$ cat src/rtl/pw_pkg.sv
package pw_pkg;

  typedef enum logic [2:0] {
    ST_IDLE,
    ST_READ_PDE,
    ST_WAIT_PDE,
    ST_READ_PTE,
    ST_WAIT_PTE,
    ST_DONE
  } walk_state_t;

  // Strobes from control to datapath
  typedef struct packed {
    logic ldReq;     // capture linear address and directory base
    logic ldPde;     // keep table base from the directory entry
    logic ldSmall;   // compose a 4 KB result
    logic ldLarge;   // compose a 4 MB result
    logic ldFault;   // record a fault
    logic selTable;  // address the second-level table
  } walk_strobe_t;

endpackage

$ cat src/rtl/pw_ctrl.sv
module pw_ctrl
  import pw_pkg::*;
(
  input  logic         clk,
  input  logic         rstN,
  input  logic         reqValid,
  input  logic         memReady,
  input  logic         memValid,
  input  logic         entPresent,
  input  logic         entLarge,
  output walk_strobe_t strb,
  output logic         reqReady,
  output logic         memReq,
  output logic         doneValid
);

  walk_state_t state, stateNext;

  always_ff @(posedge clk) begin
    if (!rstN) state <= ST_IDLE;
    else       state <= stateNext;
  end

  always_comb begin
    stateNext = state;
    strb      = '0;
    reqReady  = 1'b0;
    memReq    = 1'b0;
    doneValid = 1'b0;
    case (state)
      ST_IDLE: begin
        reqReady = 1'b1;
        if (reqValid) begin
          strb.ldReq = 1'b1;
          stateNext  = ST_READ_PDE;
        end
      end
      ST_READ_PDE: begin
        memReq = 1'b1;
        if (memReady) stateNext = ST_WAIT_PDE;
      end
      ST_WAIT_PDE: begin
        if (memValid) begin
          if (!entPresent) begin
            strb.ldFault = 1'b1;
            stateNext    = ST_DONE;
          end else if (entLarge) begin
            strb.ldLarge = 1'b1;
            stateNext    = ST_DONE;
          end else begin
            strb.ldPde   = 1'b1;
            stateNext    = ST_READ_PTE;
          end
        end
      end
      ST_READ_PTE: begin
        memReq        = 1'b1;
        strb.selTable = 1'b1;
        if (memReady) stateNext = ST_WAIT_PTE;
      end
      ST_WAIT_PTE: begin
        if (memValid) begin
          strb.ldFault = !entPresent;
          strb.ldSmall = entPresent;
          stateNext    = ST_DONE;
        end
      end
      ST_DONE: begin
        doneValid = 1'b1;
        stateNext = ST_IDLE;
      end
      default: stateNext = ST_IDLE;
    endcase
  end

endmodule

$ cat src/rtl/pw_dpath.sv
module pw_dpath
  import pw_pkg::*;
#(
  parameter int ADDR_W      = 32,
  parameter int IDX_W       = 10,
  parameter int OFS_W       = 12,
  parameter int PRESENT_BIT = 0,
  parameter int LARGE_BIT   = 7
) (
  input  logic              clk,
  input  logic              rstN,
  input  walk_strobe_t      strb,
  input  logic [ADDR_W-1:0] reqLinear,
  input  logic [ADDR_W-1:0] reqBase,
  input  logic [ADDR_W-1:0] memData,
  output logic [ADDR_W-1:0] memAddr,
  output logic              entPresent,
  output logic              entLarge,
  output logic              doneFault,
  output logic [ADDR_W-1:0] donePhys
);

  localparam int DIR_LO  = OFS_W + IDX_W;     // lowest directory-index bit
  localparam int DIR_W   = ADDR_W - DIR_LO;   // directory-index width
  localparam int ENT_SH  = 2;                 // log2 of entry bytes
  localparam int FRAME_W = ADDR_W - OFS_W;

  logic [ADDR_W-1:0]  linReg;
  logic [ADDR_W-1:0]  baseReg;
  logic [FRAME_W-1:0] tblBase;
  logic [ADDR_W-1:0]  physReg;
  logic               faultReg;

  logic [DIR_W-1:0]   dirIdx;
  logic [IDX_W-1:0]   tblIdx;
  logic [ADDR_W-1:0]  dirAddr;
  logic [ADDR_W-1:0]  tblAddr;

  assign dirIdx  = linReg[ADDR_W-1:DIR_LO];
  assign tblIdx  = linReg[DIR_LO-1:OFS_W];
  assign dirAddr = {baseReg[ADDR_W-1:ENT_SH], ENT_SH'(0)} + ADDR_W'({dirIdx, ENT_SH'(0)});
  assign tblAddr = {tblBase, OFS_W'(0)} + ADDR_W'({tblIdx, ENT_SH'(0)});
  assign memAddr = strb.selTable ? tblAddr : dirAddr;

  assign entPresent = memData[PRESENT_BIT];
  assign entLarge   = memData[LARGE_BIT];

  always_ff @(posedge clk) begin
    if (!rstN) begin
      linReg   <= '0;
      baseReg  <= '0;
      tblBase  <= '0;
      physReg  <= '0;
      faultReg <= 1'b0;
    end else begin
      if (strb.ldReq) begin
        linReg  <= reqLinear;
        baseReg <= reqBase;
      end
      if (strb.ldPde) tblBase <= memData[ADDR_W-1:OFS_W];
      if (strb.ldLarge) begin
        physReg  <= {memData[ADDR_W-1:DIR_LO], linReg[DIR_LO-1:0]};
        faultReg <= 1'b0;
      end else if (strb.ldSmall) begin
        physReg  <= {memData[ADDR_W-1:OFS_W], linReg[OFS_W-1:0]};
        faultReg <= 1'b0;
      end else if (strb.ldFault) begin
        physReg  <= '0;
        faultReg <= 1'b1;
      end
    end
  end

  assign doneFault = faultReg;
  assign donePhys  = physReg;

  // flag bits of entries and low base bits carry no meaning here
  logic unusedBits;
  assign unusedBits = ^{memData, baseReg[ENT_SH-1:0]};

endmodule

$ cat src/rtl/page_walker.sv
module page_walker
  import pw_pkg::*;
#(
  parameter int ADDR_W      = 32,
  parameter int IDX_W       = 10,
  parameter int OFS_W       = 12,
  parameter int PRESENT_BIT = 0,
  parameter int LARGE_BIT   = 7
) (
  input  logic              clk,
  input  logic              rstN,
  input  logic              reqValid,
  output logic              reqReady,
  input  logic [ADDR_W-1:0] reqLinear,
  input  logic [ADDR_W-1:0] reqBase,
  output logic              memReq,
  output logic [ADDR_W-1:0] memAddr,
  input  logic              memReady,
  input  logic              memValid,
  input  logic [ADDR_W-1:0] memData,
  output logic              doneValid,
  output logic              doneFault,
  output logic [ADDR_W-1:0] donePhys
);

  walk_strobe_t strb;
  logic         entPresent;
  logic         entLarge;

  pw_ctrl u_ctrl (
    .clk        (clk),
    .rstN       (rstN),
    .reqValid   (reqValid),
    .memReady   (memReady),
    .memValid   (memValid),
    .entPresent (entPresent),
    .entLarge   (entLarge),
    .strb       (strb),
    .reqReady   (reqReady),
    .memReq     (memReq),
    .doneValid  (doneValid)
  );

  pw_dpath #(
    .ADDR_W      (ADDR_W),
    .IDX_W       (IDX_W),
    .OFS_W       (OFS_W),
    .PRESENT_BIT (PRESENT_BIT),
    .LARGE_BIT   (LARGE_BIT)
  ) u_dpath (
    .clk        (clk),
    .rstN       (rstN),
    .strb       (strb),
    .reqLinear  (reqLinear),
    .reqBase    (reqBase),
    .memData    (memData),
    .memAddr    (memAddr),
    .entPresent (entPresent),
    .entLarge   (entLarge),
    .doneFault  (doneFault),
    .donePhys   (donePhys)
  );

endmodule

$ cat config.mk
export PLATFORM = sky130hd
export DESIGN_NAME = page_walker
export DESIGN_NICKNAME = d
export VERILOG_FILES = /design/src/rtl/pw_pkg.sv /design/src/rtl/pw_ctrl.sv /design/src/rtl/pw_dpath.sv /design/src/rtl/page_walker.sv
export SDC_FILE = /design/constraint.sdc
export NUM_CORES = 1
export LEC_CHECK = 0
export ABC_AREA = 0
export BUFFER_PORTS_ARGS = -buffer_cell sky130_fd_sc_hd__buf_4
export CORE_MARGIN = 2
export CORE_UTILIZATION = 52
export CTS_CLUSTER_DIAMETER = 60
export DETAILED_ROUTE_END_ITERATION = 8
export GPL_ROUTABILITY_DRIVEN = 0
export PLACE_DENSITY = 0.77
export SLEW_MARGIN = 15
export SYNTH_ARGS = -nofsm -noshare
export SYNTH_HDL_FRONTEND = slang
export SYNTH_SLANG_ARGS = --single-unit
$ cat constraint.sdc
create_clock -name clk -period 3.75 [get_ports clk]
set_clock_uncertainty 0.2 [all_clocks]
set_input_delay 0.75 -clock clk [delete_from_list [all_inputs] [get_ports clk]]
set_output_delay 0.75 -clock clk [all_outputs]
set_load 0.01 [all_outputs]
==> reports/summary.txt, run 1 <==
================================================================================
Clock slew at reported path FFs                                          0.06 ns
Setup crit end kind                                                   output pin
Avg Cell Area, Syn                                                      7.83 µm²
TritonCTS clock tree                                                         yes
Violated checks                                                     negative setup slack
Combinational share of power                                               12.5%
Post-Place Worst Slack                                                  0.412 ns
Main flop type after synthesis                                      sky130_fd_sc_hd__dfxtp_1
Total wirelength of the detailed-routed design                          16300 µm
Final worst path period share                                               102%
Worst Min Path Start                                                u_dpath.linReg[3]
Fraction of power consumed by sequential logic                             39.6%
Share of synthesized cell area in and, or, nand and nor gates              24.6%
Area added between synthesis and finish                                    33.1%
Tmin final                                                               3.81 ns
Count of inserted antenna diode cells                                          0
Maximum clock insertion buffer count                                           2
Post-Route Setup TNS                                                   -0.276 ns
Layout Nets                                                                  982
Number of placed instances with taps included                                987
Worst IR drop on VDD                                                      325 µV
Post-synthesis instance total                                                732
Number of pins exceeding their max-slew limit in the final report              0
Final hold violation count                                                     0
Number of library cell types mapped by synthesis                              44
Fraction of the mapped netlist area in adder cells                         2.53%
Pin slew with the least headroom to its limit                            1.09 ns
Count of input and output buffers                                            154
Initial antenna violation count                                                0
GRT Overall Usage                                                          28.1%
Status                                                              complete, but fails checks
Number of core rows                                                           38
Sink of the worst hold path                                         u_dpath.donePhys[3]
Worst reg2reg path endpoint                                         u_dpath.donePhys[11]
Power per cell area                                                   450 nW/µm²
Placed cell area                                                        6930 µm²
Worst hold margin                                                       0.262 ns
Slew margin rel.                                                           27.5%
Routed vias/inst                                                            5.43
Latest clock arrival within the worst-skew pair                          0.53 ns
Maximum number of pins on one net before global-route repair                 119
Peak Freq                                                                262 MHz
Post-route antenna net violation count                                         0
Final number of setup-violating endpoints                                      6
Count of unresolved DRC violations after routing                               0
Number of cells on the worst reg-to-reg path                                   6
Global route overflow                                                          0
Area of the multi-input gates                                           3190 µm²
Class of the tightest hold or removal check                         register to register
Clock sink count                                                             118
Crit path launch type                                                   register
Synth async-reset ratio                                                       0%
Core Box Area                                                          10800 µm²
Die Ht                                                                    109 µm
Area of the mapped netlist                                              5730 µm²
Clock network fraction of total power                                      47.9%
Data arrival time of the critical path                                   2.86 ns
Count of TritonRoute iterations in the first routing pass                      6
Final design instance area without fill                                 7620 µm²
H-tree levels                                                                  4
Top cells by area in the synthesized netlist                        sky130_fd_sc_hd__dfxtp_1 (41%), sky130_fd_sc_hd__nand2_1 (15%), sky130_fd_sc_hd__a21boi_0 (14%)
Final standard cell utilization of the core                                70.6%
Power spent charging and discharging nets                               0.885 mW
Die area                                                               11900 µm²
Count of max-cap constraint violations                                         0
Leakage power total                                                      3.03 nW
Flop and latch count out of synthesis                                        118
Required time at the worst-slack endpoint                                2.80 ns
Final Total Pwr                                                          3.43 mW
Xor/xnor cell area share of the yosys netlist                              4.43%
Worst Setup Slack, final                                              -0.0620 ns
Share of post-route cells with drive strength above 1                      25.0%
Compound-cell area share of the yosys netlist                              22.9%
Via count of the first global-routing pass                                  5296
CTS buffer count                                                              17
Initial Util                                                               53.1%
Dominant combinational cell family by area after synthesis          simple AND/OR/NAND/NOR gates
Setup slack of the worst register-to-register path                       1.20 ns
RSZ-0062 raised after global routing                                        true
Horizontal die dimension                                                  109 µm
Biggest area consumer among synthesized cells                       sky130_fd_sc_hd__dfxtp_1
Synth top area share                                                       41.2%
Category of the most critical setup path                            register to output pin
Ys Warns                                                                       0
Wirelength per Cell                                                      16.0 µm
Internal power                                                           2.55 mW
Final std cells w/o fill                                                    1023
Count of flip-flops with a built-in enable after synthesis                     0
Worst r2r src                                                       u_ctrl.state[1]
DR vias                                                                     5557
Master cell of the clock root buffer                                sky130_fd_sc_hd__clkbuf_8
Mux contribution to synthesized area                                          0%
Number of cells on the worst hold path                                         2
Wire length of the first global-routing pass                            25900 µm
CP max FO                                                                      5
Number of fill cells in the layout                                           863
Detail Placement HPWL                                                   11300 µm
Sequential Area                                                         2360 µm²
Number of DRC markers after the initial detailed-route iteration             520
Share of the yosys chip area belonging to registers                        41.2%
Boundary pin count                                                           169
Share of total power consumed by net switching                             25.8%
================================================================================
-- layout make-up --
type | count | area share, %
multi-input cells | 557 | 41.8
flip-flops and latches | 118 | 31.0
repair buffers | 166 | 16.4
clock buffers | 18 | 5.61
clock inverters | 14 | 2.30
well taps | 140 | 2.30
inverters | 10 | 0.492
-- worst max-delay path, cell delays in order (launching register included) --
cell and delay (ns):
sky130_fd_sc_hd__dfxtp_2 0.33, sky130_fd_sc_hd__ha_4 0.16, sky130_fd_sc_hd__fa_2 0.37, sky130_fd_sc_hd__a211o_1 0.29, sky130_fd_sc_hd__a211o_1 0.28, sky130_fd_sc_hd__a21oi_2 0.22
sky130_fd_sc_hd__buf_6 0.16, sky130_fd_sc_hd__nor3_1 0.06, sky130_fd_sc_hd__xnor2_1 0.13, sky130_fd_sc_hd__o21ai_0 0.18, sky130_fd_sc_hd__buf_4 0.15
-- logic make-up after synthesis --
group           after synthesis
xor+xnor                     29
flops                       118
other cells                   1
buf+inv                      58
simple gates                329
compound gates              186
fa+ha+maj                    11
-- sequential cells by signal, indices dropped and copies added, names as in the netlist --
register	count
u_dpath.doneFault	1
u_dpath.tblBase	20
u_ctrl.state	3
u_dpath.baseReg	30
u_dpath.donePhys	32
u_dpath.linReg	32
-- synthesized netlist by cell type, drive strengths merged (2+ instances only) --
| cell | instances |
|---|---|
| nand2 | 233 |
| a21boi | 106 |
| nor2 | 28 |
| nand3 | 29 |
| nor4 | 2 |
| nor3b | 2 |
| nand4 | 4 |
| clkbuf | 31 |
| nor2b | 13 |
| nor3 | 7 |
| a222oi | 10 |
| and2 | 2 |
| a211o | 2 |
| a211oi | 5 |
| a21o | 2 |
| ha | 10 |
| dfxtp | 118 |
| o21a | 3 |
| nand2b | 5 |
| inv | 10 |
| xnor2 | 21 |
| a21oi | 22 |
| buf | 17 |
| a31oi | 2 |
| xor2 | 8 |
| o21ai | 29 |
-- power groups by stage --
stage                     clock (mW)  combinational, mW  sequential, mW
final                           1.65              0.428            1.36
after global routing            1.71              0.472            1.37
after CTS                       1.67              0.425            1.36
after detailed placement           0              0.421            1.38
after global placement             0              0.410            1.38
after floorplan                    0              0.238            1.37
-- placed cells by master, fill, tap and decap left out, types with 3 or more instances in the layout --
master / count
sky130_fd_sc_hd__a211oi_1: 4
sky130_fd_sc_hd__a21boi_0: 106
sky130_fd_sc_hd__a21oi_1: 19
sky130_fd_sc_hd__a21oi_2: 3
sky130_fd_sc_hd__a222oi_1: 10
sky130_fd_sc_hd__buf_4: 164
sky130_fd_sc_hd__bufinv_16: 3
sky130_fd_sc_hd__clkbuf_16: 16
sky130_fd_sc_hd__clkinv_4: 3
sky130_fd_sc_hd__clkinvlp_4: 3
sky130_fd_sc_hd__dfxtp_1: 116
sky130_fd_sc_hd__ha_1: 9
sky130_fd_sc_hd__inv_1: 10
sky130_fd_sc_hd__inv_6: 3
sky130_fd_sc_hd__nand2_1: 232
sky130_fd_sc_hd__nand2b_1: 5
sky130_fd_sc_hd__nand3_1: 28
sky130_fd_sc_hd__nor2_1: 22
sky130_fd_sc_hd__nor2_2: 4
sky130_fd_sc_hd__nor2b_1: 13
sky130_fd_sc_hd__nor3_1: 7
sky130_fd_sc_hd__o21a_1: 3
sky130_fd_sc_hd__o21ai_0: 23
sky130_fd_sc_hd__o21ai_1: 5
sky130_fd_sc_hd__xnor2_1: 21
sky130_fd_sc_hd__xor2_1: 8
-- timing repair --
action,in CTS,in global routing
setup buffers,1,2
resized for setup,10,11
hold buffers,0,0
pin swaps,5,5
gates cloned,1,0
endpoints found under the setup margin,11,19
-- worst max path at each step --
stage                        from     endpoint
2_1_floorplan  u_dpath.baseReg[2]  memAddr[20]
3_3_place_gp   u_dpath.baseReg[2]  memAddr[30]
3_5_place_dp   u_dpath.baseReg[2]  memAddr[30]
4_1_cts        u_dpath.baseReg[2]  memAddr[16]
5_1_grt        u_dpath.baseReg[2]  memAddr[24]
6_report       u_dpath.linReg[22]  memAddr[26]
-- metal layers --
layer / routed length [µm] / global-route usage (%)
met1: 6720 / 35.4
met2: 7900 / 46.5
met3: 1430 / 7.11
met4: 283 / 9.89
met5: 0 / 0
Power figures use the tool's default switching activity.
==> inputs of run 2 (changes only) <==
Settings changed: CORE_UTILIZATION 52 to 54, CTS_BUF_LIST set to sky130_fd_sc_hd__clkbuf_8, PLACE_DENSITY 0.77 to 0.8, SLEW_MARGIN 15 to not set.
==> run 2 against run 1 <==
The run still ends with negative setup slack left. Hold slack better by 0.0020 ns. Cell count is 0.49% lower. Power fell by 17%. Via count shrank 0.76%. Setup slack gained 0.029 ns. Critical path depth unchanged. Critical path type unchanged. Largest power group is now registers.
==> reports/summary.txt, run 2 (synthesized netlist as in run 1, its figures left out) <==
================================================================================
Status                                                              complete, but fails checks
Violated checks                                                     negative setup slack
Worst Min Path Start                                                u_dpath.linReg[7]
Placed cell area                                                        6940 µm²   about the same
Via count of the first global-routing pass                                  5204   -1.7%
Initial antenna violation count                                                0   unchanged
Count of inserted antenna diode cells                                          0   unchanged
Horizontal die dimension                                                  107 µm   -1.8%
Number of fill cells in the layout                                           841   -2.5%
Area of the multi-input gates                                           3180 µm²   -0.24%
Fraction of power consumed by sequential logic                             47.5%   +7.9 points
Max stage delay on crit path                                             0.37 ns   about the same
Clock network fraction of total power                                      37.4%   -10 points
Worst r2r src                                                       u_ctrl.state[0]
Initial Util                                                               55.5%   +2.4 points
Clock sink count                                                             118   unchanged
Critical path buffer and inverter count                                        2   unchanged
Post-Route Setup TNS                                                  -0.0908 ns   +0.185 ns
H-tree levels                                                                  4   unchanged
Crit path launch                                                    u_dpath.linReg[22]
Post-Place Worst Slack                                                  0.317 ns   -0.0955 ns
Peak Freq                                                                264 MHz   +0.76%
Count of TritonRoute iterations in the first routing pass                      5   -1
Area added between synthesis and finish                                    28.5%
Final number of setup-violating endpoints                                      4   -2
Total wirelength of the detailed-routed design                          15500 µm   -4.8%
Wire length of the first global-routing pass                            24900 µm   -3.7%
Pin slew with the least headroom to its limit                           0.972 ns   -0.115 ns
Share of total power consumed by net switching                             28.7%   +2.9 points
Global route overflow                                                          0   unchanged
Final standard cell utilization of the core                                71.3%   +0.67 points
Boundary pin count                                                           169   unchanged
Detail Placement HPWL                                                   10800 µm   -3.8%
Required time at the worst-slack endpoint                                2.80 ns   about the same
Leakage power total                                                      2.91 nW   -4.1%
Die area                                                               11400 µm²   -3.6%
Worst hold margin                                                       0.264 ns   +0.00199 ns
Crit path launch type                                                   register
Maximum number of pins on one net before global-route repair                 119   unchanged
Tmin final                                                               3.78 ns   -0.0287 ns
Count of max-cap constraint violations                                         0   unchanged
Power per cell area                                                   388 nW/µm²   -14%
Worst Setup Slack, final                                              -0.0334 ns   +0.0287 ns
Data arrival time of the critical path                                   2.83 ns   -0.03 ns
Count of input and output buffers                                            154   unchanged
Number of pins exceeding their max-slew limit in the final report              0   unchanged
Maximum clock insertion buffer count                                           2   unchanged
Most frequent cells in the layout                                   sky130_fd_sc_hd__nand2_1 (232), sky130_fd_sc_hd__buf_4 (164), sky130_fd_sc_hd__dfxtp_1 (116), sky130_fd_sc_hd__a21boi_0 (106), sky130_fd_sc_hd__nand3_1 (28)
CTS buffer count                                                              17   unchanged
Most common library cell in the layout ignoring fill and taps       sky130_fd_sc_hd__nand2_1
Final design instance area without fill                                 7360 µm²   -3.4%
Wirelength per Cell                                                      15.3 µm   -4.3%
Internal power                                                           2.03 mW   -20%
Share of post-route cells with drive strength above 1                      24.8%   -0.20 points
CP max-delay cell                                                   sky130_fd_sc_hd__fa_2
TritonCTS clock tree                                                         yes
GRT Overall Usage                                                          27.4%   -0.63 points
Master cell of the clock root buffer                                sky130_fd_sc_hd__clkbuf_8
Final worst path period share                                               101%   -0.76 points
CP max FO                                                                      5   unchanged
Setup crit end kind                                                   output pin
Final hold violation count                                                     0   unchanged
Final Total Pwr                                                          2.85 mW   -17%
Die Ht                                                                    107 µm   -1.8%
Worst IR drop on VDD                                                      264 µV   -19%
Core Box Area                                                          10300 µm²   -4.3%
Layout Nets                                                                  981   -0.10%
Combinational share of power                                               15.1%   +2.6 points
RSZ-0062 raised after global routing                                        true
Latest clock arrival within the worst-skew pair                          0.43 ns   -0.10 ns
Routed vias/inst                                                            5.42   -0.27%
DR vias                                                                     5515   -0.76%
Category of the most critical setup path                            register to output pin
Power spent charging and discharging nets                               0.820 mW   -7.4%
Slew margin rel.                                                           35.2%   +7.7 points
Final std cells w/o fill                                                    1018   -0.49%
Class of the tightest hold or removal check                         register to register
Count of unresolved DRC violations after routing                               0   unchanged
Sequential Area                                                         2360 µm²   unchanged
Post-route antenna net violation count                                         0   unchanged
Cell family with the largest share of critical-path delay           compound AO/OA/AOI/OAI gates
Number of placed instances with taps included                                984   -0.30%
Number of DRC markers after the initial detailed-route iteration             486   -6.5%
Clock slew at reported path FFs                                          0.08 ns   +0.02 ns
Number of core rows                                                           37   -2.6%
Sequence of cells on the critical path                              ha_4 -> fa_2 -> a211o_1 -> a211o_1 -> a21oi_4 -> buf_4 -> nor3b_1 -> xnor2_1 -> o21ai_1 -> buf_4
================================================================================
[run 2: changes by cell type in the layout (fill, tap and decap cells not counted), sizes merged]
cell,delta
clkinvlp,+3
bufinv,-2
buf,-1
clkbuf,-1
clkinv,+1
inv,-1
[run 2: final timing paths]
| path | cells past startpoint | to | slack [ns] |
|---|---|---|---|
| worst max-delay path | 10 | memAddr[22] | -0.03 |
| worst min-delay path | 2 | u_dpath.donePhys[7] | 0.26 |
| worst max register to register | 5 | u_dpath.linReg[13] | 1.48 |
| worst min register to register | 2 | u_dpath.donePhys[7] | 0.26 |
[run 2: tightest hold or removal path: stages, from the launching register on]
cell and delay (ns):
sky130_fd_sc_hd__dfxtp_1 0.31, sky130_fd_sc_hd__nand2_1 0.05, sky130_fd_sc_hd__a21boi_0 0.06
[run 2: repair_timing]
item | 4_1_cts | 5_1_grt
pin swaps | 0 | 8
cloned | 0 | 1
buffers inserted | 0 | 1
hold buffers | 0 | 0
endpoints found under the setup margin | 9 | 13
resized for setup | 6 | 13
[run 2: area by class of cell]
class	count	area share [%]
clock buffer	17	3.18
inverter	10	0.510
sequential	118	32.1
multi-input combinational	557	43.2
tap	136	2.31
timing repair buffer	165	16.9
clock inverter	15	1.77
[run 2: routing by layer]
| metal | routed length [µm] | track usage [%] | share of wire, % |
|---|---|---|---|
| met1 | 6850 | 35.7 | 44 |
| met2 | 7260 | 44.5 | 47 |
| met3 | 1060 | 5.84 | 6.8 |
| met4 | 374 | 10.9 | 2.4 |
| met5 | 0 | 0 | 0 |
[run 2: power groups by stage]
stage          clock network [mW]  registers, mW  logic, mW
2_1_floorplan                   0           1.37      0.238
3_3_place_gp                    0           1.38      0.413
3_5_place_dp                    0           1.38      0.423
4_1_cts                      1.08           1.35      0.426
5_1_grt                      1.14           1.36      0.472
6_report                     1.07           1.36      0.431
